File: src/rtl/erpd_pkg.sv
package erpd_pkg;

  typedef enum logic [1:0] {
    VERDICT_CLEAN = 2'd0,
    VERDICT_FIXED = 2'd1,
    VERDICT_UNCOR = 2'd2,
    VERDICT_RSVD  = 2'd3
  } ecc_verdict_e;

  localparam int unsigned ST_ERASED = 16;
  localparam int unsigned ST_XFER   = 15;
  localparam int unsigned ST_UNCOR  = 0;

endpackage

File: src/rtl/erpd_zero_count.sv
module erpd_zero_count #(
  parameter int unsigned DATA_W = 8,
  parameter int unsigned CNT_W  = 16
) (
  input  logic              clk,
  input  logic              rst_n,
  input  logic              beat,
  input  logic              first,
  input  logic [DATA_W-1:0] data,
  input  logic [CNT_W-1:0]  thr_in,
  output logic [CNT_W-1:0]  cnt,
  output logic [CNT_W-1:0]  thr_q
);

  localparam int unsigned ZW = $clog2(DATA_W + 1);

  logic [ZW-1:0]    zeros;
  logic [CNT_W-1:0] base;
  logic [CNT_W:0]   sum;

  always_comb begin
    zeros = '0;
    for (int i = 0; i < DATA_W; i++) begin
      zeros = zeros + ZW'(~data[i]);
    end
  end

  assign base = first ? '0 : cnt;
  assign sum  = {1'b0, base} + (CNT_W + 1)'(zeros);

  always_ff @(posedge clk or negedge rst_n) begin
    if (!rst_n) begin
      cnt   <= '0;
      thr_q <= '0;
    end else begin
      if (beat) begin
        cnt <= sum[CNT_W] ? {CNT_W{1'b1}} : sum[CNT_W-1:0];
      end
      if (first) begin
        thr_q <= thr_in;
      end
    end
  end

  // Counter never goes backwards within a page (no wrap).
  assert_cnt_no_wrap_R10: assert property (@(posedge clk) disable iff (!rst_n)
    (beat && !first) |=> (cnt >= $past(cnt)));

  // Captured threshold only moves at a page start.
  assert_thr_held_R8: assert property (@(posedge clk) disable iff (!rst_n)
    !first |=> $stable(thr_q));

endmodule

File: src/rtl/erpd_page_track.sv
module erpd_page_track
  import erpd_pkg::*;
(
  input  logic         clk,
  input  logic         rst_n,
  input  logic         rd_valid,
  input  logic         rd_last,
  input  logic         ecc_en,
  input  logic         ecc_valid,
  input  logic [1:0]   ecc_result,
  output logic         rd_ready,
  output logic         beat,
  output logic         first,
  output logic         decide,
  output ecc_verdict_e verdict_q
);

  logic in_page;
  logic data_done;
  logic ecc_got;

  assign rd_ready = !data_done;
  assign beat     = rd_valid && rd_ready;
  assign first    = beat && !in_page;
  assign decide   = data_done && (ecc_got || !ecc_en);

  always_ff @(posedge clk or negedge rst_n) begin
    if (!rst_n) begin
      in_page   <= 1'b0;
      data_done <= 1'b0;
      ecc_got   <= 1'b0;
      verdict_q <= VERDICT_CLEAN;
    end else begin
      if (beat) begin
        in_page <= !rd_last;
      end
      if (decide) begin
        data_done <= 1'b0;
      end else if (beat && rd_last) begin
        data_done <= 1'b1;
      end
      if (decide) begin
        ecc_got <= 1'b0;
      end else if (ecc_valid && !ecc_got) begin
        ecc_got   <= 1'b1;
        verdict_q <= ecc_verdict_e'(ecc_result);
      end
    end
  end

  // Accepting the last byte closes the input until the page is decided.
  assert_ready_drops_R9: assert property (@(posedge clk) disable iff (!rst_n)
    (beat && rd_last) |=> !rd_ready);

  // ECC off: a finished page is decided without waiting.
  assert_no_wait_R11: assert property (@(posedge clk) disable iff (!rst_n)
    (beat && rd_last && !ecc_en) |=> (decide || ecc_en));

endmodule

File: src/rtl/erpd_status.sv
module erpd_status #(
  parameter int unsigned W = 32
) (
  input  logic         clk,
  input  logic         rst_n,
  input  logic [W-1:0] set_vec,
  input  logic         clr_wr,
  input  logic [W-1:0] clr_data,
  output logic [W-1:0] status
);

  logic [W-1:0] clr_mask;

  assign clr_mask = clr_wr ? clr_data : '0;

  always_ff @(posedge clk or negedge rst_n) begin
    if (!rst_n) begin
      status <= '0;
    end else begin
      status <= (status & ~clr_mask) | set_vec;
    end
  end

  // A set always lands, even against a same-cycle clear.
  assert_set_wins_R7: assert property (@(posedge clk) disable iff (!rst_n)
    (set_vec != '0) |=> ((status & $past(set_vec)) == $past(set_vec)));

  // Bits cleared and not set read 0 afterwards.
  assert_w1c_R7: assert property (@(posedge clk) disable iff (!rst_n)
    clr_wr |=> ((status & $past(clr_data & ~set_vec)) == '0));

endmodule

File: src/rtl/erased_page_detect.sv
module erased_page_detect
  import erpd_pkg::*;
#(
  parameter int unsigned DATA_W = 8,
  parameter int unsigned CNT_W  = 16,
  parameter int unsigned STAT_W = 32
) (
  input  logic              clk,
  input  logic              rst_n,
  input  logic              rd_valid,
  output logic              rd_ready,
  input  logic [DATA_W-1:0] rd_data,
  input  logic              rd_last,
  input  logic              ecc_en,
  input  logic              ecc_valid,
  input  logic [1:0]        ecc_result,
  input  logic [CNT_W-1:0]  erase_thresh,
  input  logic              clr_wr,
  input  logic [STAT_W-1:0] clr_data,
  output logic [STAT_W-1:0] status
);

  logic         beat;
  logic         first;
  logic         decide;
  ecc_verdict_e verdict_q;
  logic [CNT_W-1:0]  cnt;
  logic [CNT_W-1:0]  thr_q;
  logic              low_zeros;
  logic              is_uncor;
  logic              erased;
  logic              uncor_flag;
  logic [STAT_W-1:0] set_vec;

  erpd_page_track u_track (
    .clk        (clk),
    .rst_n      (rst_n),
    .rd_valid   (rd_valid),
    .rd_last    (rd_last),
    .ecc_en     (ecc_en),
    .ecc_valid  (ecc_valid),
    .ecc_result (ecc_result),
    .rd_ready   (rd_ready),
    .beat       (beat),
    .first      (first),
    .decide     (decide),
    .verdict_q  (verdict_q)
  );

  erpd_zero_count #(
    .DATA_W (DATA_W),
    .CNT_W  (CNT_W)
  ) u_zeros (
    .clk    (clk),
    .rst_n  (rst_n),
    .beat   (beat),
    .first  (first),
    .data   (rd_data),
    .thr_in (erase_thresh),
    .cnt    (cnt),
    .thr_q  (thr_q)
  );

  assign low_zeros  = cnt < thr_q;
  assign is_uncor   = ecc_en && (verdict_q == VERDICT_UNCOR);
  assign erased     = ecc_en ? (low_zeros && is_uncor) : low_zeros;
  assign uncor_flag = is_uncor && !erased;

  always_comb begin
    set_vec = '0;
    if (decide) begin
      set_vec[ST_ERASED] = erased;
      set_vec[ST_XFER]   = 1'b1;
      set_vec[ST_UNCOR]  = uncor_flag;
    end
  end

  erpd_status #(
    .W (STAT_W)
  ) u_status (
    .clk      (clk),
    .rst_n    (rst_n),
    .set_vec  (set_vec),
    .clr_wr   (clr_wr),
    .clr_data (clr_data),
    .status   (status)
  );

  // Every decision raises the page-transfer bit on the next edge.
  assert_xfer_per_page_R6: assert property (@(posedge clk) disable iff (!rst_n)
    decide |=> status[ST_XFER]);

  // An erased decision never also flags uncorrectable.
  assert_mask_uncor_R5: assert property (@(posedge clk) disable iff (!rst_n)
    (decide && low_zeros && is_uncor) |=> !$rose(status[ST_UNCOR]));

endmodule

File: config.mk
export PLATFORM = sky130hd
export DESIGN_NAME = erased_page_detect
export DESIGN_NICKNAME = d
export VERILOG_FILES = /design/src/rtl/erpd_pkg.sv /design/src/rtl/erpd_zero_count.sv /design/src/rtl/erpd_page_track.sv /design/src/rtl/erpd_status.sv /design/src/rtl/erased_page_detect.sv
export SDC_FILE = /design/constraint.sdc
export NUM_CORES = 1
export LEC_CHECK = 0
export CAP_MARGIN = 20
export CORE_MARGIN = 1.5
export CORE_UTILIZATION = 35
export CTS_CLUSTER_DIAMETER = 50
export DETAILED_ROUTE_END_ITERATION = 16
export SKIP_LAST_GASP = 1
export SYNTH_ARGS = -nofsm -noshare
export SYNTH_HDL_FRONTEND = slang
export SYNTH_SLANG_ARGS = --single-unit
File: constraint.sdc
create_clock -name clk -period 3.65 [get_ports clk]
set_input_delay 0.73 -clock clk [delete_from_list [all_inputs] [get_ports clk]]
set_output_delay 0.73 -clock clk [all_outputs]
set_load 0.005 [all_outputs]
==> results.md, run 1 <==
## Detailed routing
• iteration count of the initial detailed-routing pass: 4
• vias per inst: 4.84
• drt total wl: 8360 um
• ANT nets after route: 0
• DR iter-0 viols: 99
• number of DRC violations after detailed routing: 0
• Wirelength per Cell: 14.5 um
• total vias in the final route: 2,795

## Timing
• Final Cycle Share: 1.17
• headroom to the max-slew limit: 0.404
• setup slack after layout: -0.604 ns
• smallest hold slack: 0.321 ns
• final hold viol count: 0
• Max Clk Rate: 0.235 GHz
• post-route clock skew: 0.00844 ns
• count of final max-slew check failures: 0
• pin slew with the least headroom to its limit: 0.891 ns
• count of final setup violators: 16
• setup repair after global routing missed its margin: yes
• final critical delay including setup and external delays: 4.25 ns

## Floorplan
• die extent in y: 103 um
• number of primary I/O pins: 98
• Die Outline Area: 10,500 um^2
• die extent in x: 103 um
• initial standard-cell utilization of the core: 0.359
• placeable core area: 9680 um^2
• Site Rows: 36

## Synthesis
• register area share after synthesis: 0.497
• area share of and/or/nand/nor cells after synthesis: 0.115
• xor and xnor area share after synthesis: 0.00756
• most area-consuming cells after synthesis: sky130_fd_sc_hd__dfrtp_1 50%, sky130_fd_sc_hd__ha_1 7.9%, sky130_fd_sc_hd__a21boi_0 6.3%, sky130_fd_sc_hd__nand2_1 3.8%, sky130_fd_sc_hd__o21ai_0 3.6%
• Post-synth EDFFs: 0
• synthesized netlist cell count: 323
• main combinational cell family by area after synthesis: compound AO/OA/AOI/OAI gates
• cell type with the highest aggregate area in the netlist: sky130_fd_sc_hd__dfrtp_1
• area share of the largest cell type after synthesis: 0.497
• adder-cell share of the synthesized area: 0.108
• portion of netlist area occupied by mux cells: 0.0266
• synthesis warning total: 0
• complex-gate fraction of the synthesized area: 0.204
• Synth Area per Inst: 10.8 um^2
• post-synthesis register bit count: 69
• number of distinct library cell variants in the gate-level netlist after synthesis: 54
• asr flop ratio synth: 1.00
• Mapped Area: 3470 um^2
• dominant cell by count in the synthesized netlist: sky130_fd_sc_hd__dfrtp_1
• Net Count, Synth: 415
• commonest register cell after synthesis: sky130_fd_sc_hd__dfrtp_1
• top cell types by occurrence after synthesis: 69 x sky130_fd_sc_hd__dfrtp_1, 35 x sky130_fd_sc_hd__nand2_1, 29 x sky130_fd_sc_hd__a21boi_0

## Run status
• run status: complete, but fails checks
• violated checks: negative setup slack

## Placement
• number of I/O port buffers: 97
• placed cell areas: 4710 um^2
• DP Worst Slack: -1.26 ns
• placed wire-length estimate after detailed placement: 6130 um
• final RePlAce weighted congestion: 0.776

## Global routing
• number of antenna violations at the first check in global routing: 0
• largest net degree at the start of global routing: 50
• vias in the first global route: 2,670
• global-route total usage across every layer: 0.161
• wire length of the first global-routing pass: 13,000 um
• overflow left after global routing: 0

## Layout
• area of all placed cells without fillers: 5090 um^2
• growth of design area from synthesis to finish: 46.4%
• share of final-layout standard cells stronger than drive strength 1: 0.157
• number of diodes added for antenna fixing: 0
• NumNets Final: 532
• share of the core filled with cells: 0.525

## Power
• Combinational Power Share: 0.325
• sw power: 0.000739 W
• Net Sw Frac: 0.302
• relative contribution of the clock network to total power: 0.293
• internal power: 0.00171 W
• VDD IR max: 0.218 mV
• Static Leak: 2.28 nW
• Flop pwr share: 0.382
• power density of the placed cells: 482 nW/um^2

## Job
• number of violations of the max-capacitance limit: 0

## Clock network
• hold-fix buffer count after cts: 0
• Clock transition at path regs: 0.08 ns
• maximum clock path buffer count: 2
• clock insertion delay at the later pin of the skew report: 0.35 ns
• CTS tree: yes
• clk root buf: sky130_fd_sc_hd__clkbuf_8
• maximum level of the CTS H-tree: 3
• number of clock sinks seen by CTS: 69
• Inserted Clock Buffers: 9

## Critical path
• number of cells on the worst reg-to-reg path: 9
• kind of start point of the critical path: primary input
• Required @ worst endpoint: 3.88 ns
• endpoint class of the critical path: register
• crit path max fanout: 5
• Crit path arrival time: 4.48 ns
• worst setup path category: in2reg

## Min path
• worst hold-check path type: in2async

per-layer routing:
metal	up-vias	share of wire	track usage
met1	1316	0.47	0.216
met5	-	0	0
met4	0	0.023	0.0780
met3	12	0.059	0.0353
li1	1382	-	-
met2	85	0.45	0.247
through the flow:
stage	total power, W	instances	setup TNS (ns)
floorplan	0.00138	323	-8.95
global route	0.00261	578	-9.68
finish	0.00245	578	-8.24
CTS	0.00243	576	-8.85
detailed placement	0.00166	558	-18.78
global placement	0.00164	558	-17.92
state kept, by name (all words and copies together) (netlist names):
register,flops
u_track.verdict_q,2
u_track.ecc_got,1
u_zeros.thr_q,16
u_zeros.cnt,16
u_track.data_done,1
u_status.status,32
u_track.in_page,1
cell type report:
class	instances	area, um^2
fillers	864	4600
clock buffers	11	151
inverters	27	101
clock inverters	5	81.3
well taps	133	166
repair buffers	117	1130
multi-input cells	216	1730
flip-flops and latches	69	1730
critical path, stage by stage:
cell                       delay (ns)
sky130_fd_sc_hd__buf_6           0.09
sky130_fd_sc_hd__fa_1            0.54
sky130_fd_sc_hd__inv_2           0.04
sky130_fd_sc_hd__fa_1            0.49
sky130_fd_sc_hd__fa_1            0.45
sky130_fd_sc_hd__ha_4            0.19
sky130_fd_sc_hd__fa_2            0.59
sky130_fd_sc_hd__buf_6           0.11
sky130_fd_sc_hd__ha_4            0.20
sky130_fd_sc_hd__a211oi_2        0.20
sky130_fd_sc_hd__o21bai_2        0.15
sky130_fd_sc_hd__nand2_1         0.11
sky130_fd_sc_hd__mux2_4          0.30
sky130_fd_sc_hd__a221o_1         0.29
cells by family after synthesis:
family / count (synthesis)
AOI/OAI and AO/OA: 100
xor gates and xnor gates: 3
adders and majority gates: 27
buffers and inverters: 38
DFF: 69
muxes: 8
and+or+nand+nor: 78
path summary, 6_finish.rpt:
kind / start / to / slack, ns
setup / recovery: rd_data[0] / u_zeros.cnt[5]$_DFFE_PN0P_ / -0.60
hold / removal: rst_n / u_status.status[4]$_DFF_PN0_ / 0.32
setup reg to reg: u_track.in_page$_DFFE_PN0P_ / u_zeros.cnt[8]$_DFFE_PN0P_ / 0.74
hold reg to reg: u_status.status[0]$_DFF_PN0_ / u_status.status[0]$_DFF_PN0_ / 0.49
max in group asynchronous: rst_n / u_status.status[13]$_DFF_PN0_ / 2.33
min in group clk: u_status.status[0]$_DFF_PN0_ / u_status.status[0]$_DFF_PN0_ / 0.49
power groups by stage:
stage               clock network [W]  logic [W]  registers [W]
CTS                          0.000736   0.000762       0.000934
finish                       0.000718   0.000797       0.000936
global route                 0.000767   0.000897       0.000949
floorplan                           0   0.000457       0.000919
detailed placement                  0   0.000714       0.000948
global placement                    0   0.000698       0.000945
what timing repair did:
item,4_1_cts,5_1_grt
pin swaps,14,9
buffers inserted,3,2
resized for setup,21,12
endpoints found under the setup margin,16,16
gates cloned,0,0
cell usage in the layout, fill, tap and decap left out, drive strengths merged, types with 10 or more instances in the layout:
master and instances:
a21boi 29, a21oi 10, buf 24, clkbuf 11
clkdlybuf4s50 93, dfrtp 69, ha 22, inv 28
nand2 35, nor2 14, o21ai 26
No activity file was read; power rests on OpenSTA's default activity.
==> run 2: changes to the inputs <==
Settings changed: DONT_BUFFER_PORTS set to 1.
==> results.md, run 2 (same netlist as run 1, synthesis figures left out) <==
## Floorplan
• die extent in x: 103 um, unchanged
• initial standard-cell utilization of the core: 0.359, unchanged
• Die Outline Area: 10,500 um^2, unchanged
• placeable core area: 9680 um^2, unchanged
• Site Rows: 36, unchanged
• die extent in y: 103 um, unchanged
• number of primary I/O pins: 98, unchanged

## Timing
• Max Clk Rate: 0.242 GHz, was 0.235 GHz
• count of final max-slew check failures: 0, unchanged
• final hold viol count: 0, unchanged
• post-route clock skew: 0.0103 ns, was 0.00844 ns
• count of final setup violators: 16, unchanged
• Final Cycle Share: 1.13, was 1.17
• pin slew with the least headroom to its limit: 0.935 ns, was 0.891 ns
• setup repair after global routing missed its margin: yes, unchanged
• setup slack after layout: -0.479 ns, was -0.604 ns
• final critical delay including setup and external delays: 4.13 ns, was 4.25 ns
• headroom to the max-slew limit: 0.375, was 0.404

## Critical path
• endpoint class of the critical path: register, unchanged
• kind of start point of the critical path: primary input, unchanged
• critical register-to-register path endpoint: u_zeros.cnt[8]$_DFFE_PN0P_, unchanged
• Required @ worst endpoint: 3.87 ns, was 3.88 ns
• crit path max fanout: 3, was 5
• Crit path arrival time: 4.35 ns, was 4.48 ns
• minimum setup slack among reg-to-reg paths: 0.83 ns, was 0.74 ns
• number of cells on the worst reg-to-reg path: 9, unchanged
• worst setup path category: in2reg, unchanged
• Reg2Reg Launch Point: u_track.in_page$_DFFE_PN0P_, unchanged

## Placement
• number of I/O port buffers: 0, was 97
• placed wire-length estimate after detailed placement: 5110 um, was 6130 um
• final RePlAce weighted congestion: 0.830, was 0.776
• DP Worst Slack: -0.850 ns, was -1.26 ns
• number of placed instances, taps included: 456, was 558

## Detailed routing
• iteration count of the initial detailed-routing pass: 5, was 4
• vias per inst: 5.14, was 4.84
• drt total wl: 6990 um, was 8360 um
• DR iter-0 viols: 153, was 99
• Wirelength per Cell: 14.7 um, was 14.5 um
• number of DRC violations after detailed routing: 0, unchanged
• total vias in the final route: 2,436, was 2,795
• ANT nets after route: 0, unchanged

## Power
• sw power: 0.000699 W, was 0.000739 W
• Net Sw Frac: 0.321, was 0.302
• Flop pwr share: 0.428, was 0.382
• Static Leak: 1.88 nW, was 2.28 nW
• relative contribution of the clock network to total power: 0.240, was 0.293
• post-layout power: 0.00218 W, was 0.00245 W
• Combinational Power Share: 0.332, was 0.325
• internal power: 0.00148 W, was 0.00171 W
• VDD IR max: 0.212 mV, was 0.218 mV
• power density of the placed cells: 541 nW/um^2, was 482 nW/um^2

## Clock network
• number of clock sinks seen by CTS: 69, unchanged
• Inserted Clock Buffers: 9, unchanged
• clock insertion delay at the later pin of the skew report: 0.34 ns, was 0.35 ns
• CTS tree: yes, unchanged
• hold-fix buffer count after cts: 0, unchanged
• maximum clock path buffer count: 2, unchanged
• Clock transition at path regs: 0.07 ns, was 0.08 ns
• clk root buf: sky130_fd_sc_hd__clkbuf_8, unchanged
• maximum level of the CTS H-tree: 3, unchanged

## Layout
• most flop-heavy register: u_status.status, unchanged
• commonest non-fill, non-tap cell in the layout: sky130_fd_sc_hd__dfrtp_1, was sky130_fd_sc_hd__clkdlybuf4s50_1
• share of final-layout standard cells stronger than drive strength 1: 0.176, was 0.157
• share of the core filled with cells: 0.416, was 0.525
• max reg flops: 32, unchanged
• biggest registers after layout: u_status.status: 32 flops, u_zeros.cnt: 16 flops, u_zeros.thr_q: 16 flops, unchanged
• final std cells w/o fill: 474, was 578
• growth of design area from synthesis to finish: 15.8%, was 46.4%
• NumNets Final: 430, was 532
• commonest non-fill, non-tap cells in the layout: 69 x sky130_fd_sc_hd__dfrtp_1, 34 x sky130_fd_sc_hd__nand2_1, 29 x sky130_fd_sc_hd__a21boi_0, was 93 x sky130_fd_sc_hd__clkdlybuf4s50_1, 69 x sky130_fd_sc_hd__dfrtp_1, 35 x sky130_fd_sc_hd__nand2_1
• fill cell total of the finished layout: 935, was 864
• number of diodes added for antenna fixing: 0, unchanged

## Global routing
• number of antenna violations at the first check in global routing: 0, unchanged
• global-route total usage across every layer: 0.136, was 0.161
• overflow left after global routing: 0, unchanged
• wire length of the first global-routing pass: 11,100 um, was 13,000 um
• vias in the first global route: 2,424, was 2,670
• largest net degree at the start of global routing: 70, was 50

## Job
• number of violations of the max-capacitance limit: 0, unchanged

## Run status
• run status: complete, but fails checks, unchanged
• violated checks: negative setup slack, unchanged

## Min path
• worst hold-check path type: in2async, unchanged

[run 2: cell count changes in the layout (fill, tap and decap cells not counted), sizes merged]
cell           change
inv                -1
clkbuf             -1
buf                -9
clkinv             +2
bufinv             -2
clkdlybuf4s50     -93
[run 2: power by group through the flow]
stage,clock [W],combinational [W],sequential (W)
3_5_place_dp,0,0.000606,0.000946
3_3_place_gp,0,0.000583,0.000943
5_1_grt,0.000578,0.000817,0.000947
4_1_cts,0.000545,0.000645,0.000933
2_1_floorplan,0,0.000457,0.000919
6_report,0.000522,0.000722,0.000932
[run 2: routing by layer]
layer,part of all wire,up-vias,global-route usage,routed length [um]
li1,-,1176,-,-
met1,0.44,1178,0.168,3080
met2,0.49,75,0.229,3440
met3,0.053,7,0.0258,368
met4,0.015,0,0.0695,103
met5,0,-,0,0
[run 2: critical path: stages]
cell and delay, ns:
sky130_fd_sc_hd__fa_1 0.52, sky130_fd_sc_hd__inv_1 0.05, sky130_fd_sc_hd__fa_1 0.45, sky130_fd_sc_hd__fa_1 0.51, sky130_fd_sc_hd__ha_2 0.20, sky130_fd_sc_hd__fa_2 0.49
sky130_fd_sc_hd__fa_2 0.37, sky130_fd_sc_hd__a21o_1 0.19, sky130_fd_sc_hd__a21oi_4 0.20, sky130_fd_sc_hd__nor2_2 0.08, sky130_fd_sc_hd__mux2_4 0.29, sky130_fd_sc_hd__a221o_1 0.29
[run 2: area by class of cell]
type / count / area [um^2] / area share
multi-input combinational: 216 / 1740 / 0.432
sequential: 69 / 1730 / 0.429
tap: 133 / 166 / 0.0413
clock buffer: 10 / 138 / 0.0342
timing repair buffer: 15 / 128 / 0.0317
inverter: 27 / 101 / 0.0252
clock inverter: 4 / 26.3 / 0.00653
[run 2: how the worst max path moves through the flow]
stage,endpoint,start,depth (start not counted)
6_report,u_zeros.cnt[8]$_DFFE_PN0P_,rd_data[0],12
5_1_grt,u_zeros.cnt[8]$_DFFE_PN0P_,rd_data[0],13
4_1_cts,u_zeros.cnt[10]$_DFFE_PN0P_,rd_data[0],14
3_5_place_dp,u_zeros.cnt[10]$_DFFE_PN0P_,rd_data[0],14
3_3_place_gp,u_zeros.cnt[10]$_DFFE_PN0P_,rd_data[0],14
2_1_floorplan,u_zeros.cnt[8]$_DFFE_PN0P_,rd_data[0],13
[run 2: repair_timing]
action	in CTS	in global routing
setup buffers	2	2
setup endpoints to repair	16	16
pin swaps	3	7
gates resized for setup	7	16
[run 2: per-stage QoR]
| step | cell area, um^2 | TNS [ns] | hold slack, ns |
|---|---|---|---|
| after floorplan | 3490 | -8.95 | 0.434 |
| after global placement | 3700 | -10.72 | 0.436 |
| after detailed placement | 3700 | -11.64 | 0.436 |
| after CTS | 3920 | -5.43 | 0.0558 |
| after global routing | 4030 | -7.11 | 0.0512 |
| final | 4030 | -5.91 | 0.0796 |
